==> config.mk <==
export PLATFORM = sky130hd
export DESIGN_NAME = nand_cmd_if
export DESIGN_NICKNAME = d
export VERILOG_FILES = /design/src/rtl/nand_cmd_pkg.sv /design/src/rtl/nand_bus_sampler.sv /design/src/rtl/nand_addr_collect.sv /design/src/rtl/nand_seq_fsm.sv /design/src/rtl/nand_cmd_if.sv
export SDC_FILE = /design/constraint.sdc
export NUM_CORES = 1
export LEC_CHECK = 0
export BUFFER_PORTS_ARGS = -buffer_cell sky130_fd_sc_hd__buf_2
export CAP_MARGIN = 0
export CORE_UTILIZATION = 40
export CTS_BUF_LIST = sky130_fd_sc_hd__clkbuf_4 sky130_fd_sc_hd__clkbuf_8 sky130_fd_sc_hd__clkbuf_16
export CTS_CLUSTER_DIAMETER = 30
export DETAILED_ROUTE_END_ITERATION = 10
export HOLD_SLACK_MARGIN = 0.06
export PLACE_DENSITY_LB_ADDON = 0.3
export SYNTH_ARGS = -nofsm -noshare
export SYNTH_HDL_FRONTEND = slang
export SYNTH_SLANG_ARGS = --single-unit
==> constraint.sdc <==
create_clock -name clk_i -period 2.55 [get_ports clk_i]
set_input_delay 0.1275 -clock clk_i [delete_from_list [all_inputs] [get_ports clk_i]]
set_output_delay 0.1275 -clock clk_i [all_outputs]
set_load 0.005 [all_outputs]
==> src/rtl/nand_cmd_pkg.sv <==
package nand_cmd_pkg;

  typedef enum logic [1:0] {
    AREA_LO    = 2'd0,
    AREA_HI    = 2'd1,
    AREA_SPARE = 2'd2
  } area_e;

  typedef enum logic [2:0] {
    ST_IDLE,
    ST_RD_ADDR,
    ST_PG_ADDR,
    ST_ER_ADDR,
    ST_CB_ADDR
  } seq_e;

  typedef struct packed {
    logic rd;
    logic rd_id;
    logic rd_stat;
    logic prog;
    logic cpbk;
    logic erase;
    logic rst;
  } strobe_t;

  localparam logic [7:0] OP_READ_LO  = 8'h00;
  localparam logic [7:0] OP_READ_HI  = 8'h01;
  localparam logic [7:0] OP_READ_SP  = 8'h50;
  localparam logic [7:0] OP_SIG      = 8'h90;
  localparam logic [7:0] OP_STAT     = 8'h70;
  localparam logic [7:0] OP_RESET    = 8'hFF;
  localparam logic [7:0] OP_PROG     = 8'h80;
  localparam logic [7:0] OP_PROG_GO  = 8'h10;
  localparam logic [7:0] OP_ERASE    = 8'h60;
  localparam logic [7:0] OP_ERASE_GO = 8'hD0;
  localparam logic [7:0] OP_CPBK     = 8'h8A;

endpackage

==> src/rtl/nand_bus_sampler.sv <==
module nand_bus_sampler (
  input  logic       clk_i,
  input  logic       rst_ni,
  input  logic [7:0] io_i,
  input  logic       cmd_latch_i,
  input  logic       addr_latch_i,
  input  logic       wr_strobe_ni,
  input  logic       chip_sel_ni,
  output logic       cmd_ev_o,
  output logic       addr_ev_o,
  output logic [7:0] byte_o
);

  logic we_q;

  always_ff @(posedge clk_i or negedge rst_ni) begin
    if (!rst_ni) we_q <= 1'b1;
    else         we_q <= wr_strobe_ni;
  end

  logic rise;
  assign rise      = ~we_q & wr_strobe_ni & ~chip_sel_ni;
  assign cmd_ev_o  = rise & cmd_latch_i & ~addr_latch_i;
  assign addr_ev_o = rise & addr_latch_i & ~cmd_latch_i;
  assign byte_o    = io_i;

endmodule

==> src/rtl/nand_addr_collect.sv <==
module nand_addr_collect #(
  parameter int ADDR_CYCLES = 3,
  parameter int ROW_W       = 16
) (
  input  logic             clk_i,
  input  logic             rst_ni,
  input  logic             start_i,
  input  logic             skip_col_i,
  input  logic             wr_i,
  input  logic [7:0]       byte_i,
  output logic [7:0]       col_o,
  output logic [ROW_W-1:0] row_o,
  output logic             last_o,
  output logic             done_o
);

  localparam int         ROW_BYTES = ADDR_CYCLES - 1;
  localparam logic [2:0] NCYC      = 3'(ADDR_CYCLES);

  logic [2:0] cnt_q;
  logic       skip_q;
  logic [2:0] target;
  logic [2:0] slot;
  logic       take;

  assign target = NCYC - {2'b00, skip_q};
  assign slot   = cnt_q + {2'b00, skip_q};
  assign take   = wr_i & (cnt_q < target);
  assign last_o = take & (cnt_q == target - 3'd1);
  assign done_o = (cnt_q == target);

  always_ff @(posedge clk_i or negedge rst_ni) begin
    if (!rst_ni) begin
      cnt_q  <= '0;
      skip_q <= 1'b0;
    end else if (start_i) begin
      cnt_q  <= '0;
      skip_q <= skip_col_i;
    end else if (take) begin
      cnt_q  <= cnt_q + 3'd1;
    end
  end

  always_ff @(posedge clk_i or negedge rst_ni) begin
    if (!rst_ni)                        col_o <= '0;
    else if (take && slot == 3'd0)      col_o <= byte_i;
  end

  for (genvar j = 0; j < ROW_BYTES; j++) begin : g_row
    localparam int W = (j == ROW_BYTES - 1) ? ROW_W - 8 * j : 8;
    logic [W-1:0] b_q;
    always_ff @(posedge clk_i or negedge rst_ni) begin
      if (!rst_ni)                          b_q <= '0;
      else if (take && slot == 3'(j + 1))   b_q <= byte_i[W-1:0];
    end
    assign row_o[8*j +: W] = b_q;
  end

  AST_CNT_BOUND: assert property (@(posedge clk_i) disable iff (!rst_ni)
    cnt_q <= target);

endmodule

==> src/rtl/nand_seq_fsm.sv <==
module nand_seq_fsm
  import nand_cmd_pkg::*;
(
  input  logic       clk_i,
  input  logic       rst_ni,
  input  logic       cmd_ev_i,
  input  logic       addr_ev_i,
  input  logic [7:0] byte_i,
  input  logic       busy_i,
  input  logic       wp_ni,
  input  logic       op_done_i,
  input  logic       op_fail_i,
  input  logic       addr_last_i,
  input  logic       addr_done_i,
  output strobe_t    strobe_o,
  output area_e      area_o,
  output logic       addr_start_o,
  output logic       addr_skip_o,
  output logic       addr_wr_o,
  output logic [7:0] status_o
);

  seq_e    state_q, state_n;
  area_e   area_q, area_n;
  strobe_t stb_q, stb_n;
  logic    cb_arm_q, cb_arm_n;
  logic    fail_q, fail_n;
  logic [7:0] stat_q, stat_n;
  logic    acc;

  assign acc = cmd_ev_i & (~busy_i | byte_i == OP_STAT | byte_i == OP_RESET);
  assign addr_wr_o = addr_ev_i & ~busy_i & (state_q != ST_IDLE);

  always_comb begin
    state_n      = state_q;
    area_n       = area_q;
    stb_n        = '0;
    cb_arm_n     = cb_arm_q;
    fail_n       = fail_q;
    stat_n       = stat_q;
    addr_start_o = 1'b0;
    addr_skip_o  = 1'b0;
    if (op_done_i) fail_n = op_fail_i;
    if (acc) begin
      if (byte_i != OP_STAT) cb_arm_n = 1'b0;
      case (byte_i)
        OP_READ_LO, OP_READ_HI, OP_READ_SP: begin
          area_n = (byte_i == OP_READ_LO) ? AREA_LO :
                   (byte_i == OP_READ_HI) ? AREA_HI : AREA_SPARE;
          state_n      = ST_RD_ADDR;
          addr_start_o = 1'b1;
        end
        OP_PROG: begin
          state_n      = ST_PG_ADDR;
          addr_start_o = 1'b1;
        end
        OP_ERASE: begin
          state_n      = ST_ER_ADDR;
          addr_start_o = 1'b1;
          addr_skip_o  = 1'b1;
        end
        OP_CPBK: begin
          if (cb_arm_q) begin
            state_n      = ST_CB_ADDR;
            addr_start_o = 1'b1;
          end else begin
            state_n = ST_IDLE;
          end
        end
        OP_SIG: begin
          stb_n.rd_id = 1'b1;
          state_n     = ST_IDLE;
        end
        OP_STAT: begin
          stb_n.rd_stat = 1'b1;
          stat_n        = {wp_ni, ~busy_i, 5'b0, fail_q};
        end
        OP_RESET: begin
          stb_n.rst = 1'b1;
          state_n   = ST_IDLE;
          area_n    = AREA_LO;
          fail_n    = 1'b0;
        end
        OP_PROG_GO: begin
          state_n = ST_IDLE;
          if (addr_done_i && (state_q == ST_PG_ADDR || state_q == ST_CB_ADDR)) begin
            if (wp_ni) begin
              stb_n.prog = (state_q == ST_PG_ADDR);
              stb_n.cpbk = (state_q == ST_CB_ADDR);
              fail_n     = 1'b0;
            end else begin
              fail_n = 1'b1;
            end
          end
        end
        OP_ERASE_GO: begin
          state_n = ST_IDLE;
          if (addr_done_i && state_q == ST_ER_ADDR) begin
            if (wp_ni) begin
              stb_n.erase = 1'b1;
              fail_n      = 1'b0;
            end else begin
              fail_n = 1'b1;
            end
          end
        end
        default: state_n = ST_IDLE;
      endcase
    end else if (addr_wr_o && addr_last_i && state_q == ST_RD_ADDR) begin
      stb_n.rd = 1'b1;
      state_n  = ST_IDLE;
      cb_arm_n = (area_q == AREA_LO);
    end
  end

  always_ff @(posedge clk_i or negedge rst_ni) begin
    if (!rst_ni) begin
      state_q  <= ST_IDLE;
      area_q   <= AREA_LO;
      stb_q    <= '0;
      cb_arm_q <= 1'b0;
      fail_q   <= 1'b0;
      stat_q   <= '0;
    end else begin
      state_q  <= state_n;
      area_q   <= area_n;
      stb_q    <= stb_n;
      cb_arm_q <= cb_arm_n;
      fail_q   <= fail_n;
      stat_q   <= stat_n;
    end
  end

  assign strobe_o = stb_q;
  assign area_o   = area_q;
  assign status_o = stat_q;

  AST_STB_ONEHOT: assert property (@(posedge clk_i) disable iff (!rst_ni)
    $onehot0(stb_q));
  AST_WP_GUARD: assert property (@(posedge clk_i) disable iff (!rst_ni)
    (stb_q.prog || stb_q.cpbk || stb_q.erase) |-> $past(wp_ni));
  AST_BUSY_GUARD: assert property (@(posedge clk_i) disable iff (!rst_ni)
    (stb_q.rd || stb_q.rd_id || stb_q.prog || stb_q.cpbk || stb_q.erase) |-> !$past(busy_i));
  AST_PROG_PULSE: assert property (@(posedge clk_i) disable iff (!rst_ni)
    stb_q.prog |=> !stb_q.prog);
  AST_AREA_LEGAL: assert property (@(posedge clk_i) disable iff (!rst_ni)
    area_q != 2'd3);
  AST_RST_AREA: assert property (@(posedge clk_i) disable iff (!rst_ni)
    stb_q.rst |-> area_q == AREA_LO);

endmodule

==> src/rtl/nand_cmd_if.sv <==
module nand_cmd_if
  import nand_cmd_pkg::*;
#(
  parameter bit LARGE_DEV = 1'b0,
  localparam int ADDR_CYCLES = LARGE_DEV ? 4 : 3,
  localparam int ROW_W       = LARGE_DEV ? 18 : 16
) (
  input  logic             clk_i,
  input  logic             rst_ni,
  input  logic [7:0]       io_i,
  input  logic             cmd_latch_i,
  input  logic             addr_latch_i,
  input  logic             wr_strobe_ni,
  input  logic             chip_sel_ni,
  input  logic             wr_prot_ni,
  input  logic             busy_i,
  input  logic             op_done_i,
  input  logic             op_fail_i,
  output logic             rd_o,
  output logic             rd_id_o,
  output logic             rd_stat_o,
  output logic             prog_o,
  output logic             cpbk_o,
  output logic             erase_o,
  output logic             reset_o,
  output logic [7:0]       col_o,
  output logic [ROW_W-1:0] row_o,
  output logic             half_o,
  output logic [1:0]       area_o,
  output logic [7:0]       status_o
);

  logic       cmd_ev, addr_ev;
  logic [7:0] bus_byte;
  logic       a_start, a_skip, a_wr, a_last, a_done;
  strobe_t    stb;
  area_e      area;

  nand_bus_sampler u_sampler (
    .clk_i        (clk_i),
    .rst_ni       (rst_ni),
    .io_i         (io_i),
    .cmd_latch_i  (cmd_latch_i),
    .addr_latch_i (addr_latch_i),
    .wr_strobe_ni (wr_strobe_ni),
    .chip_sel_ni  (chip_sel_ni),
    .cmd_ev_o     (cmd_ev),
    .addr_ev_o    (addr_ev),
    .byte_o       (bus_byte)
  );

  nand_addr_collect #(
    .ADDR_CYCLES (ADDR_CYCLES),
    .ROW_W       (ROW_W)
  ) u_addr (
    .clk_i      (clk_i),
    .rst_ni     (rst_ni),
    .start_i    (a_start),
    .skip_col_i (a_skip),
    .wr_i       (a_wr),
    .byte_i     (bus_byte),
    .col_o      (col_o),
    .row_o      (row_o),
    .last_o     (a_last),
    .done_o     (a_done)
  );

  nand_seq_fsm u_fsm (
    .clk_i        (clk_i),
    .rst_ni       (rst_ni),
    .cmd_ev_i     (cmd_ev),
    .addr_ev_i    (addr_ev),
    .byte_i       (bus_byte),
    .busy_i       (busy_i),
    .wp_ni        (wr_prot_ni),
    .op_done_i    (op_done_i),
    .op_fail_i    (op_fail_i),
    .addr_last_i  (a_last),
    .addr_done_i  (a_done),
    .strobe_o     (stb),
    .area_o       (area),
    .addr_start_o (a_start),
    .addr_skip_o  (a_skip),
    .addr_wr_o    (a_wr),
    .status_o     (status_o)
  );

  assign rd_o      = stb.rd;
  assign rd_id_o   = stb.rd_id;
  assign rd_stat_o = stb.rd_stat;
  assign prog_o    = stb.prog;
  assign cpbk_o    = stb.cpbk;
  assign erase_o   = stb.erase;
  assign reset_o   = stb.rst;
  assign area_o    = area;
  assign half_o    = (area == AREA_HI);

endmodule

Yosys cells after proc, flatten, opt, wreduce, memory -nomap -nowiden
Cells that the tools add are included.
Word-level totals
  bits in registers: 46
  bits of input ports: 18
Operators by class
  add/subtract/negate cells: 4
  $lt $le $gt $ge: 1
  equality and inequality tests: 22
  mux-type cells: 35
  bitwise logic cells: 18
  reduce and logical (&&, ||, !) cells: 21
Operator list (count)
  8-bit == test (second input constant): 5
  8-bit by 7-bit == test with 1-bit output (second input constant): 3
  1-bit two-way mux: 20
  3-bit two-way mux: 5
  3-bit case mux with 5 select lines: 1
  1-bit bitwise AND: 11
  2-bit two-way mux: 5
  3-bit by 2-bit == test with 1-bit output (second input constant): 3
  8-bit by 1-bit == test with 1-bit output (second input constant): 1
  8-bit by 5-bit == test with 1-bit output (second input constant): 1
  8-bit zero test: 1
  8-bit by 7-bit inequality test with 1-bit output (second input constant): 1
  2-bit AND reduction: 4
  1-bit logical AND: 7
  3-bit by 1-bit == test with 1-bit output (second input constant): 2
  3-bit == test: 2
  6-bit two-way mux: 1
  2-bit nonzero test: 3
  1-bit inverter: 5
  5-bit OR reduction: 1
  2-bit inequality test (second input constant): 2
  2-bit case mux with 2 select lines: 1
  3-bit by 1-bit adder with 3-bit output: 1
  3-bit by 1-bit adder with 3-bit output (second input constant): 1
  13 further kinds: 14

Depth between registers and ports, before layout
Gate-level depths: netlist of the first run.
  depth after elaboration: 13
  mapped depth: 8

Cells and area by module
From an unflattened synthesis of the first run, not the netlist that was laid out.
Second synthesis, totals
  cell total of the unflattened synthesis: 200
  area, all modules: 2361.0 um2
By module, submodules not included
  nand_addr_collect: instances 1, cells an instance 81, area an instance 1218.7 um2, sequential area each 700.7 um2
  nand_seq_fsm: instances 1, cells an instance 106, area an instance 1008.5 um2, sequential area each 425.4 um2
  nand_bus_sampler: instances 1, cells an instance 12, area an instance 120.1 um2, sequential area each 26.3 um2
  nand_cmd_if: instances 1, cells an instance 1, area an instance 13.8 um2, sequential area each 0.0 um2

Worst setup path before layout of the first run
No wires, ideal clock.
  path type: register to register
  start: register u_addr.cnt_q[0]
  end: register u_fsm.stb_q, in the netlist u_fsm.strobe_o[2]
  library setup time: 105 ps
  arrival time: 1890 ps
  data required time: 2445 ps
  path slack: 554 ps
  stages on the path, launching flop included: 7
  buffers on the path: 0
  cells stage by stage: dfrtp_1 inv_1 ha_1 nand3b_1 or3_1 or3_1 nor4b_1
RTL lines
  from (decl): line nand_addr_collect.sv:20  | logic [2:0] cnt_q;
  from (signal assigned): line nand_addr_collect.sv:40  | cnt_q <= cnt_q + 3'd1;
  to (signal assigned): line nand_seq_fsm.sv:127  | stb_q <= stb_n;
  to (decl): line nand_seq_fsm.sv:25  | strobe_t stb_q, stb_n;

Final worst setup path of the first run
  start: register u_addr.skip_q
  end: register u_addr.g_row[0].b_q[7]
On the way
  longest elaborated chain between the ends: 4
  elaborated cells between the ends (all ways): 6
RTL lines
  from (decl): line nand_addr_collect.sv:21  | logic skip_q;
  from (signal assigned): line nand_addr_collect.sv:38  | skip_q <= skip_col_i;
  2-bit by 1-bit subtractor with 3-bit output: line nand_addr_collect.sv:26  | assign target = NCYC - {2'b00, skip_q};
  3-bit less-than comparator: line nand_addr_collect.sv:28  | assign take = wr_i & (cnt_q < target);
  1-bit bitwise AND: line nand_addr_collect.sv:28
  1-bit logical AND *: line nand_addr_collect.sv:54  | else if (take && slot == 3'(j + 1)) b_q <= byte_i[W-1:0];
  to (signal assigned): line nand_addr_collect.sv:54
  to (decl): line nand_addr_collect.sv:51  | logic [W-1:0] b_q;
Every way passes the cells marked *; elsewhere a longest branch is shown, timed or not.
A chain may end at the register's enable or synchronous reset.

==> impl_metrics.toml, run 1 <==
[clocking]
clk_pin_slew_ps = 90
clock_path_buffers = 2
cts.sinks = 46
numCtsBuffers = 5
insertion_delay_ps = 300
root_buffer = "clkbuf_8"
cts_tree = "done"
post_cts_resized = 0
cts_htree_levels = 2

[die]
core_area_mm2 = 0.005238
floorplan.initialDensity_pct = 42.81
dieArea_mm2 = 0.005909
io_pins = 60
die_h_um = 76.87
fp-row-count = 26
die_w_um = 76.87

[pwr]
power_mw = 1.511
p_leak_nw = 1.387
clockPowerShare_pct = 36.7
ir_drop_uv = 364.7
intPower_mw = 1.141
pwr-share-seq_pct = 51.7
swShare_pct = 24.49
p_per_area_mw_per_mm2 = 563.4
power_frac_comb_pct = 11.6
p_switching_mw = 0.3701

[sta]
fmax_mhz = 455.0
period_share_pct = 86.18
final_hold_viol_count = 0
worstMarginPinSlew_ps = 1019
rsz0062_at_grt = "no"
setup_violations = 0
tns_ps = 0
finClkSkew_ps = 3.197
max_slew_margin_pct = 32.08
min_period_ps = 2198
slew_viol_final = 0

[synthesis]
ys_seq_area_share_pct = 51.40
synth.distinct_cells = 46
synth_area_leader_cell = "dfrtp_1"
syn_avg_cell_area_um2 = 12.05
ys_warn_count = 0
synth.most_common_cell = "dfrtp_1"
synth_area_leaders = "dfrtp_1, mux2_2, ha_1"
synth_compound_area_share_pct = 7.031
synth-simple-area-share_pct = 18.36
synth_edf_count = 0
synth_commonest_cells = "dfrtp_1, mux2_2, nor2_1"
synthCells = 186
synth_top_family_by_area = "simple AND/OR/NAND/NOR gates"
synth_xor_area_share_pct = 1.563
synth_area_mm2 = 0.002242
muxShareOfSynthArea_pct = 15.29
synth_top_area_share_pct = 50.22
ys_dominant_reg_cell = "dfrtp_1"
synthArstFlopShare_pct = 100.0
synthAdderAreaFrac_pct = 2.232
synth_seq_cells = 46

[placement]
port_buffers = 54
gp_congestion = 0.7498
hpwlAfterDp_mm = 3.323

[detailed_routing]
first_pass_iters = 4
ant_nets = 0
drt_iter0_markers = 62
vias_per_cell = 5.130
routed_wl_mm = 4.650
vias = 1616
drc = 0
wl_per_cell_um = 14.76

[global_route]
antenna_found_initial = 0
overflow = 0
grt_max_degree = 47
grt_pass1_vias = 1595
gr-usage-all-layers_pct = 16.94
grt_pass1_wl_mm = 7.652

[min_path]
worst_hold_path.num_cells = 2
whs_endpoint = "u_fsm.status_o[6]"
holdCritStartpoint = "busy_i"
hp-class = "input port to register"

[setup_path]
regToRegStartpoint = "u_addr.skip_q"
crit_chain = "inv_1 -> ha_1 -> nand2b_1 -> and4b_1 -> nand2_4 -> nor3b_4 -> mux2_2"
r2r_cells = 7
crit_path_end_kind = "register"
critPathArrivalTime_ps = 2390
crit_fanout = 8
criticalPathCategory = "register to register"
r2r_end = "u_addr.g_row[0].b_q[7]"
r2r_setup_slack_ps = 350
slowest_delay_ps = 450
cp_slowest_cell = "nor3b_4"
cp_data_required_time_ps = 2740
start_kind = "register"

[run]
maxCapViolations = 0

[final_layout]
finish.utilization_pct = 51.22
antenna_cells = 0
drive_above_1_share_pct = 40.00
fin_nets = 266
syn_to_final_growth_pct = 19.64

[outcome]
status = "completed"
-- how the worst max path moves through the flow --
stage,cells after the start,endpoint,startpoint
floorplan,6,u_fsm.strobe_o[2],u_addr.cnt_q[0]
global placement,7,u_addr.g_row[0].b_q[1],u_addr.cnt_q[0]
detailed placement,7,u_addr.g_row[1].b_q[7],u_addr.skip_q
CTS,7,u_addr.g_row[0].b_q[7],u_addr.skip_q
global route,7,u_addr.g_row[0].b_q[7],u_addr.skip_q
finish,7,u_addr.g_row[0].b_q[7],u_addr.skip_q
-- area by class of cell --
cell class / count / area [um2]
timing repair buffer: 56 / 290.3
sequential: 46 / 1152
multi-input combinational: 129 / 1016
inverter: 6 / 22.52
clock buffer: 6 / 76.32
tap: 70 / 87.58
clock inverter: 2 / 37.54
fill: 498 / 2555
-- power by group through the flow --
stage	Clock [mW]	Combinational, mW	Sequential, mW
floorplan	0	0.103	0.796
global placement	0	0.171	0.796
detailed placement	0	0.175	0.796
CTS	0.570	0.178	0.782
global route	0.599	0.196	0.788
finish	0.554	0.176	0.782
-- per-layer routing --
metal / global-route usage, % / wire (um) / up-vias
met3: 5.714 / 247 / 4
met5: 0 / 0 / -
met1: 22.50 / 2245 / 790
li1: - / - / 774
met2: 25.71 / 2106 / 48
met4: 5.769 / 50 / 0
-- sequential cells by signal (all words and copies together) (netlist names) --
name,flops
u_fsm.state_q,3
u_fsm.fail_q,1
u_fsm.area_o,2
u_sampler.we_q,1
u_addr.skip_q,1
u_fsm.status_o,3
u_fsm.strobe_o,7
u_addr.g_row.b_q,16
u_fsm.cb_arm_q,1
u_addr.cnt_q,3
u_addr.col_o,8
-- cells by family (layout without fill, tap and decap cells) --
group,count (synthesis),after routing
simple gates,63,63
flops,46,46
mux,31,31
compound gates,22,22
buf+inv,15,70
fa+ha+maj,4,4
xor+xnor,4,4
other cells,1,5
-- placed cells by master (no fill, tap or decap), types with 3 or more instances in the layout --
cell       n
a21oi_1    7
buf_2     54
clkbuf_8   5
conb_1     5
dfrtp_1   45
ha_1       4
inv_1      6
mux2_2    26
mux2i_1    5
nand2_1    8
nand3b_1   3
nor2_1    13
nor2b_1    4
nor3_1     5
nor3b_1    3
nor4_1     3
o21a_1     3
o21ai_0    4
xnor2_1    3
-- what timing repair did --
action / 4_1_cts / 5_1_grt
hold endpoints to repair: 46 / 0
setup buffers: 0 / 0
hold buffers: 2 / 0
-- worst max-delay path: cells and delay by family, from the launching register on --
family | cells | cell delay [ps]
adders and majority gates | 1 | 130
buffers and inverters | 1 | 80
DFF | 1 | 410
muxes | 1 | 400
and+or+nand+nor | 4 | 1050
-- stage by stage --
step           instances  hold slack (ps)  cell area [um2]  setup slack (ps)
2_1_floorplan        190           -168.1             2257             554.3
3_3_place_gp         305            243.3             2549             372.6
3_5_place_dp         305            244.9             2549             323.3
4_1_cts              315            95.80             2683             322.2
5_1_grt              315            87.89             2683             219.8
6_report             315            100.5             2683             352.4
No activity file was read; power rests on OpenSTA's default activity.
==> run 2, diff against run 1 <==
clock period = 2.15 ns   (was 2.55 ns; I/O delays follow)
==> impl_metrics.toml, run 2 (synthesis results as in run 1) <==
[placement]
gp_congestion = 0.7695
port_buffers = 54
hpwlAfterDp_mm = 3.408
postPlaceCellArea_mm2 = 0.002611

[global_route]
grt_max_degree = 47
use_met3_pct = 5.000
overflow = 0
grt_pass1_wl_mm = 7.645
gr-usage-all-layers_pct = 16.51
grt_pass1_vias = 1646
busiest_layer = "met2"
groute.layer.met2.usage_pct = 26.96
grt_use_met1_pct = 21.30
antenna_found_initial = 0

[detailed_routing]
drc = 0
routed_wl_mm = 4.542
vias = 1633
vias_per_cell = 5.071
drt_iter0_markers = 50
ant_nets = 0
first_pass_iters = 4
wl_per_cell_um = 14.11

[setup_path]
critPathArrivalTime_ps = 2200
cp_data_required_time_ps = 2340
slowest_delay_ps = 430
r2r_end = "u_addr.g_row[1].b_q[4]"
path_common_cell = "ha_1"
crit_path_end_kind = "register"
endpoint = "u_addr.g_row[1].b_q[4]"
start_kind = "register"
regToRegStartpoint = "u_addr.cnt_q[0]"
cp-startpoint = "u_addr.cnt_q[0]"
cp_slowest_cell = "dfrtp_1"
crit_chain = "ha_1 -> ha_1 -> xnor2_1 -> nand2_4 -> nor3b_4 -> buf_12 -> mux2_2"
r2r_cells = 7
crit_fanout = 8
r2r_setup_slack_ps = 140
criticalPathCategory = "register to register"

[sta]
finClkSkew_ps = 5.763
period_share_pct = 93.49
fin_hold_ws_ps = 88.25
rsz0062_at_grt = "no"
min_period_ps = 2010
slew_viol_final = 0
tns_ps = 0
setup_violations = 0
fmax_mhz = 497.5
final_hold_viol_count = 0

[die]
fp-row-count = 26
die_w_um = 76.87
floorplan.initialDensity_pct = 42.81
core_area_mm2 = 0.005238
io_pins = 60
die_h_um = 76.87
dieArea_mm2 = 0.005909

[clocking]
clock_path_buffers = 2
insertion_delay_ps = 290
clk_pin_slew_ps = 80
cts_htree_levels = 2
cts.sinks = 46
cts_tree = "done"
numCtsBuffers = 5
root_buffer = "clkbuf_8"

[outcome]
status = "completed"

[final_layout]
fin_nets = 273
largest_register_ffs = 16
antenna_cells = 0
syn_to_final_growth_pct = 23.44
final_cell_mix = "buf_2, dfrtp_1, mux2_2"
largest-register = "u_addr.g_row.b_q"
drive_above_1_share_pct = 42.06
layout_commonest_cell = "buf_2"
post-route-cell-area_mm2 = 0.002768

[pwr]
p_per_area_mw_per_mm2 = 605.0
power_mw = 1.674
ir_drop_uv = 477.2
p_leak_nw = 1.429

[min_path]
hp-class = "input port to register"
worst_hold_path.num_cells = 2

[run]
maxCapViolations = 0
-- run 2: cell count changes in the layout (fill, tap and decap cells not counted) --
| cell | before | now |
|---|---|---|
| bufinv_16 | 1 | 0 |
| clkinv_4 | 0 | 1 |
| buf_4 | 0 | 3 |
| buf_12 | 0 | 4 |
| nor4b_2 | 1 | 2 |
| nor4b_1 | 1 | 0 |
| clkinv_2 | 0 | 1 |
| clkinvlp_4 | 1 | 0 |
-- run 2: worst min path at each step --
stage               startpoint                      to  slack [ps]
global placement        rst_ni  u_addr.g_row[1].b_q[3]         110
floorplan               rst_ni         u_addr.cnt_q[0]        -190
detailed placement      rst_ni  u_addr.g_row[1].b_q[3]         110
finish                  busy_i       u_fsm.status_o[6]          90
CTS                     busy_i       u_fsm.status_o[6]          90
global route            busy_i       u_fsm.status_o[6]         100
-- run 2: area by class of cell --
cell class	count	area, um2
repair buffers	63	392.9
fillers	487	2470
inverters	6	22.52
well taps	70	87.58
clock inverters	2	13.76
multi-input cells	129	1022
clock buffers	6	76.32
flip-flops and latches	46	1152
-- run 2: what timing repair did --
item                       in CTS  in global routing
setup buffers                   0                  2
hold endpoints to repair       47                  0
setup endpoints to repair       0                  9
resized for setup               0                  1
hold buffers                    2                  0
-- run 2: layer usage --
layer / vias up / wire, um
met5: - / 0
met4: 0 / 22
met3: 3 / 300
met2: 51 / 2098
met1: 790 / 2120
li1: 789 / -
-- run 2: worst max-delay path: cells and delay by family, from the launching register on --
family	cells	cell delay [ps]
muxes	1	330
DFF	1	430
buffers and inverters	1	160
and+or+nand+nor	2	360
xor gates and xnor gates	1	230
adders and majority gates	2	390
-- run 2: metrics by stage --
stage	std cells	worst slack [ps]	util (%)
final	322	140.0	52.84
after global routing	322	26.72	52.84
after CTS	320	17.87	51.96
after detailed placement	310	31.74	49.86
after global placement	310	91.68	49.86
after floorplan	190	154.3	-
-- run 2: where the power goes --
group	switching (mW)	internal, mW
clock	0.285	0.242
sequential	0.0259	0.902
combinational	0.117	0.102
==> run 3, diff against run 2 <==
ABC_AREA = 1   (was unset)
SKIP_CTS_REPAIR_TIMING = 1   (was unset)
==> impl_metrics.toml, run 3 <==
[outcome]
status = "completed"

[final_layout]
syn_to_final_growth_pct = 19.84
final_cell_mix = "nand2_1, buf_2, dfrtp_1"
largest_register_ffs = 16
finish.utilization_pct = 50.30
post-route-cell-area_mm2 = 0.002804
drive_above_1_share_pct = 27.57
final_cells = 413
layout_commonest_cell = "nand2_1"
fin_nets = 362
antenna_cells = 0
largest-register = "u_addr.g_row.b_q"

[sta]
slew_viol_final = 0
tns_ps = 0
period_share_pct = 86.02
rsz0062_at_grt = "no"
fin_ws_ps = 300.6
fmax_mhz = 540.7
finClkSkew_ps = 9.927
setup_violations = 0
final_hold_viol_count = 0
min_period_ps = 1849
fin_hold_ws_ps = 82.30

[placement]
place_ws_ps = 295.5
place_inst = 401
postPlaceCellArea_mm2 = 0.002651
port_buffers = 54
hpwlAfterDp_mm = 3.797
gp_congestion = 0.7788

[synthesis]
synth.distinct_cells = 26
synth_area_leader_cell = "dfrtp_1"
synth_commonest_cells = "nand2_1, dfrtp_1, nor2_1"
synth_area_mm2 = 0.002340
synth.most_common_cell = "nand2_1"
ys_dominant_reg_cell = "dfrtp_1"
synth_edf_count = 0
synthCells = 278
ys_seq_area_share_pct = 49.25
synth_area_leaders = "dfrtp_1, nand2_1, o21ai_2"
ys_warn_count = 0
synth_top_area_share_pct = 48.13
syn_avg_cell_area_um2 = 8.416
synth_seq_cells = 46
synthArstFlopShare_pct = 100.0

[detailed_routing]
vias_per_cell = 4.729
vias = 1953
routed_wl_mm = 5.015
drc = 0
wl_per_cell_um = 12.14
ant_nets = 0
first_pass_iters = 4
drt_iter0_markers = 76

[global_route]
gr-usage-all-layers_pct = 17.69
use_met3_pct = 4.070
grt_pass1_wl_mm = 8.376
busiest_layer = "met2"
grt_pass1_vias = 1833
groute.layer.met2.usage_pct = 28.07
antenna_found_initial = 0
grt_use_met1_pct = 23.55
grt_max_degree = 23
overflow = 0

[die]
die_w_um = 78.48
fp-row-count = 27
io_pins = 60
core_area_mm2 = 0.005574
die_h_um = 78.48
dieArea_mm2 = 0.006159
floorplan.initialDensity_pct = 41.98

[clocking]
cts_htree_levels = 2
root_buffer = "clkbuf_8"
cts_tree = "done"
clock_path_buffers = 2
clk_pin_slew_ps = 90
cts.sinks = 46
numCtsBuffers = 5
insertion_delay_ps = 310

[setup_path]
r2r_setup_slack_ps = 300
cp-startpoint = "u_addr.skip_q"
endpoint = "u_addr.col_o[2]"
r2r_end = "u_addr.col_o[2]"
crit_fanout = 16
criticalPathCategory = "register to register"
critPathArrivalTime_ps = 2050
r2r_cells = 7
crit_path_end_kind = "register"
regToRegStartpoint = "u_addr.skip_q"
cp_data_required_time_ps = 2350
start_kind = "register"

[pwr]
ir_drop_uv = 374.9
p_leak_nw = 1.534
power_mw = 1.983
p_per_area_mw_per_mm2 = 707.1

[run]
maxCapViolations = 0

[min_path]
worst_hold_path.num_cells = 3
hp-class = "input port to register"
==> run 3: cell types whose count changed in the layout (fill, tap and decap cells not counted), sizes merged, moves of 14 or more <==
cell / previous run / this run
inv: 6 / 28
mux2: 26 / 0
nand2: 9 / 84
nand3: 3 / 17
nor2: 13 / 37
o21ai: 4 / 33
==> run 3: critical path, stage by stage, from the launching register on <==
cell and delay, ps:
dfrtp_1 430, ha_1 210, ha_1 180, xor2_1 160
nor2_1 300, nand3b_4 270, nand2_1 150, o21ai_2 60
==> run 3: worst min-delay path by stage <==
stage	start	end
floorplan	rst_ni	u_addr.cnt_q[0]
global placement	rst_ni	u_addr.g_row[1].b_q[7]
detailed placement	rst_ni	u_addr.g_row[1].b_q[7]
CTS	rst_ni	u_addr.g_row[1].b_q[7]
global route	io_i[7]	u_fsm.strobe_o[5]
finish	io_i[7]	u_fsm.strobe_o[5]
==> run 3: layout make-up <==
class	count	area, um2
fillers	544	2770
flip-flops and latches	46	1152
multi-input cells	200	1022
repair buffers	60	325.3
inverters	27	101.3
well taps	72	90.09
clock buffers	5	68.82
clock inverters	3	43.79
==> run 3: metal layers <==
metal,routed length [um],vias up
met2,2261,45
met3,241,8
met1,2425,900
li1,-,1000
met5,0,-
met4,87,0
==> run 3: power breakdown <==
group,switching [mW],internal [mW]
Clock,0.318,0.349
Sequential,0.0506,0.932
Combinational,0.190,0.144
Total,0.558,1.42
==> run 3: cell families (layout without fill, tap and decap cells) <==
| logic type | count (synthesis) | in the layout | share of synthesized area [%] |
|---|---|---|---|
| compound gates | 37 | 37 | 10.59 |
| xor+xnor | 2 | 2 | 0.7488 |
| fa+ha+maj | 4 | 4 | 2.139 |
| buf+inv | 36 | 95 | 7.700 |
| flops | 46 | 46 | 49.25 |
| other cells | 1 | 5 | 0.1603 |
| simple gates | 152 | 152 | 29.41 |
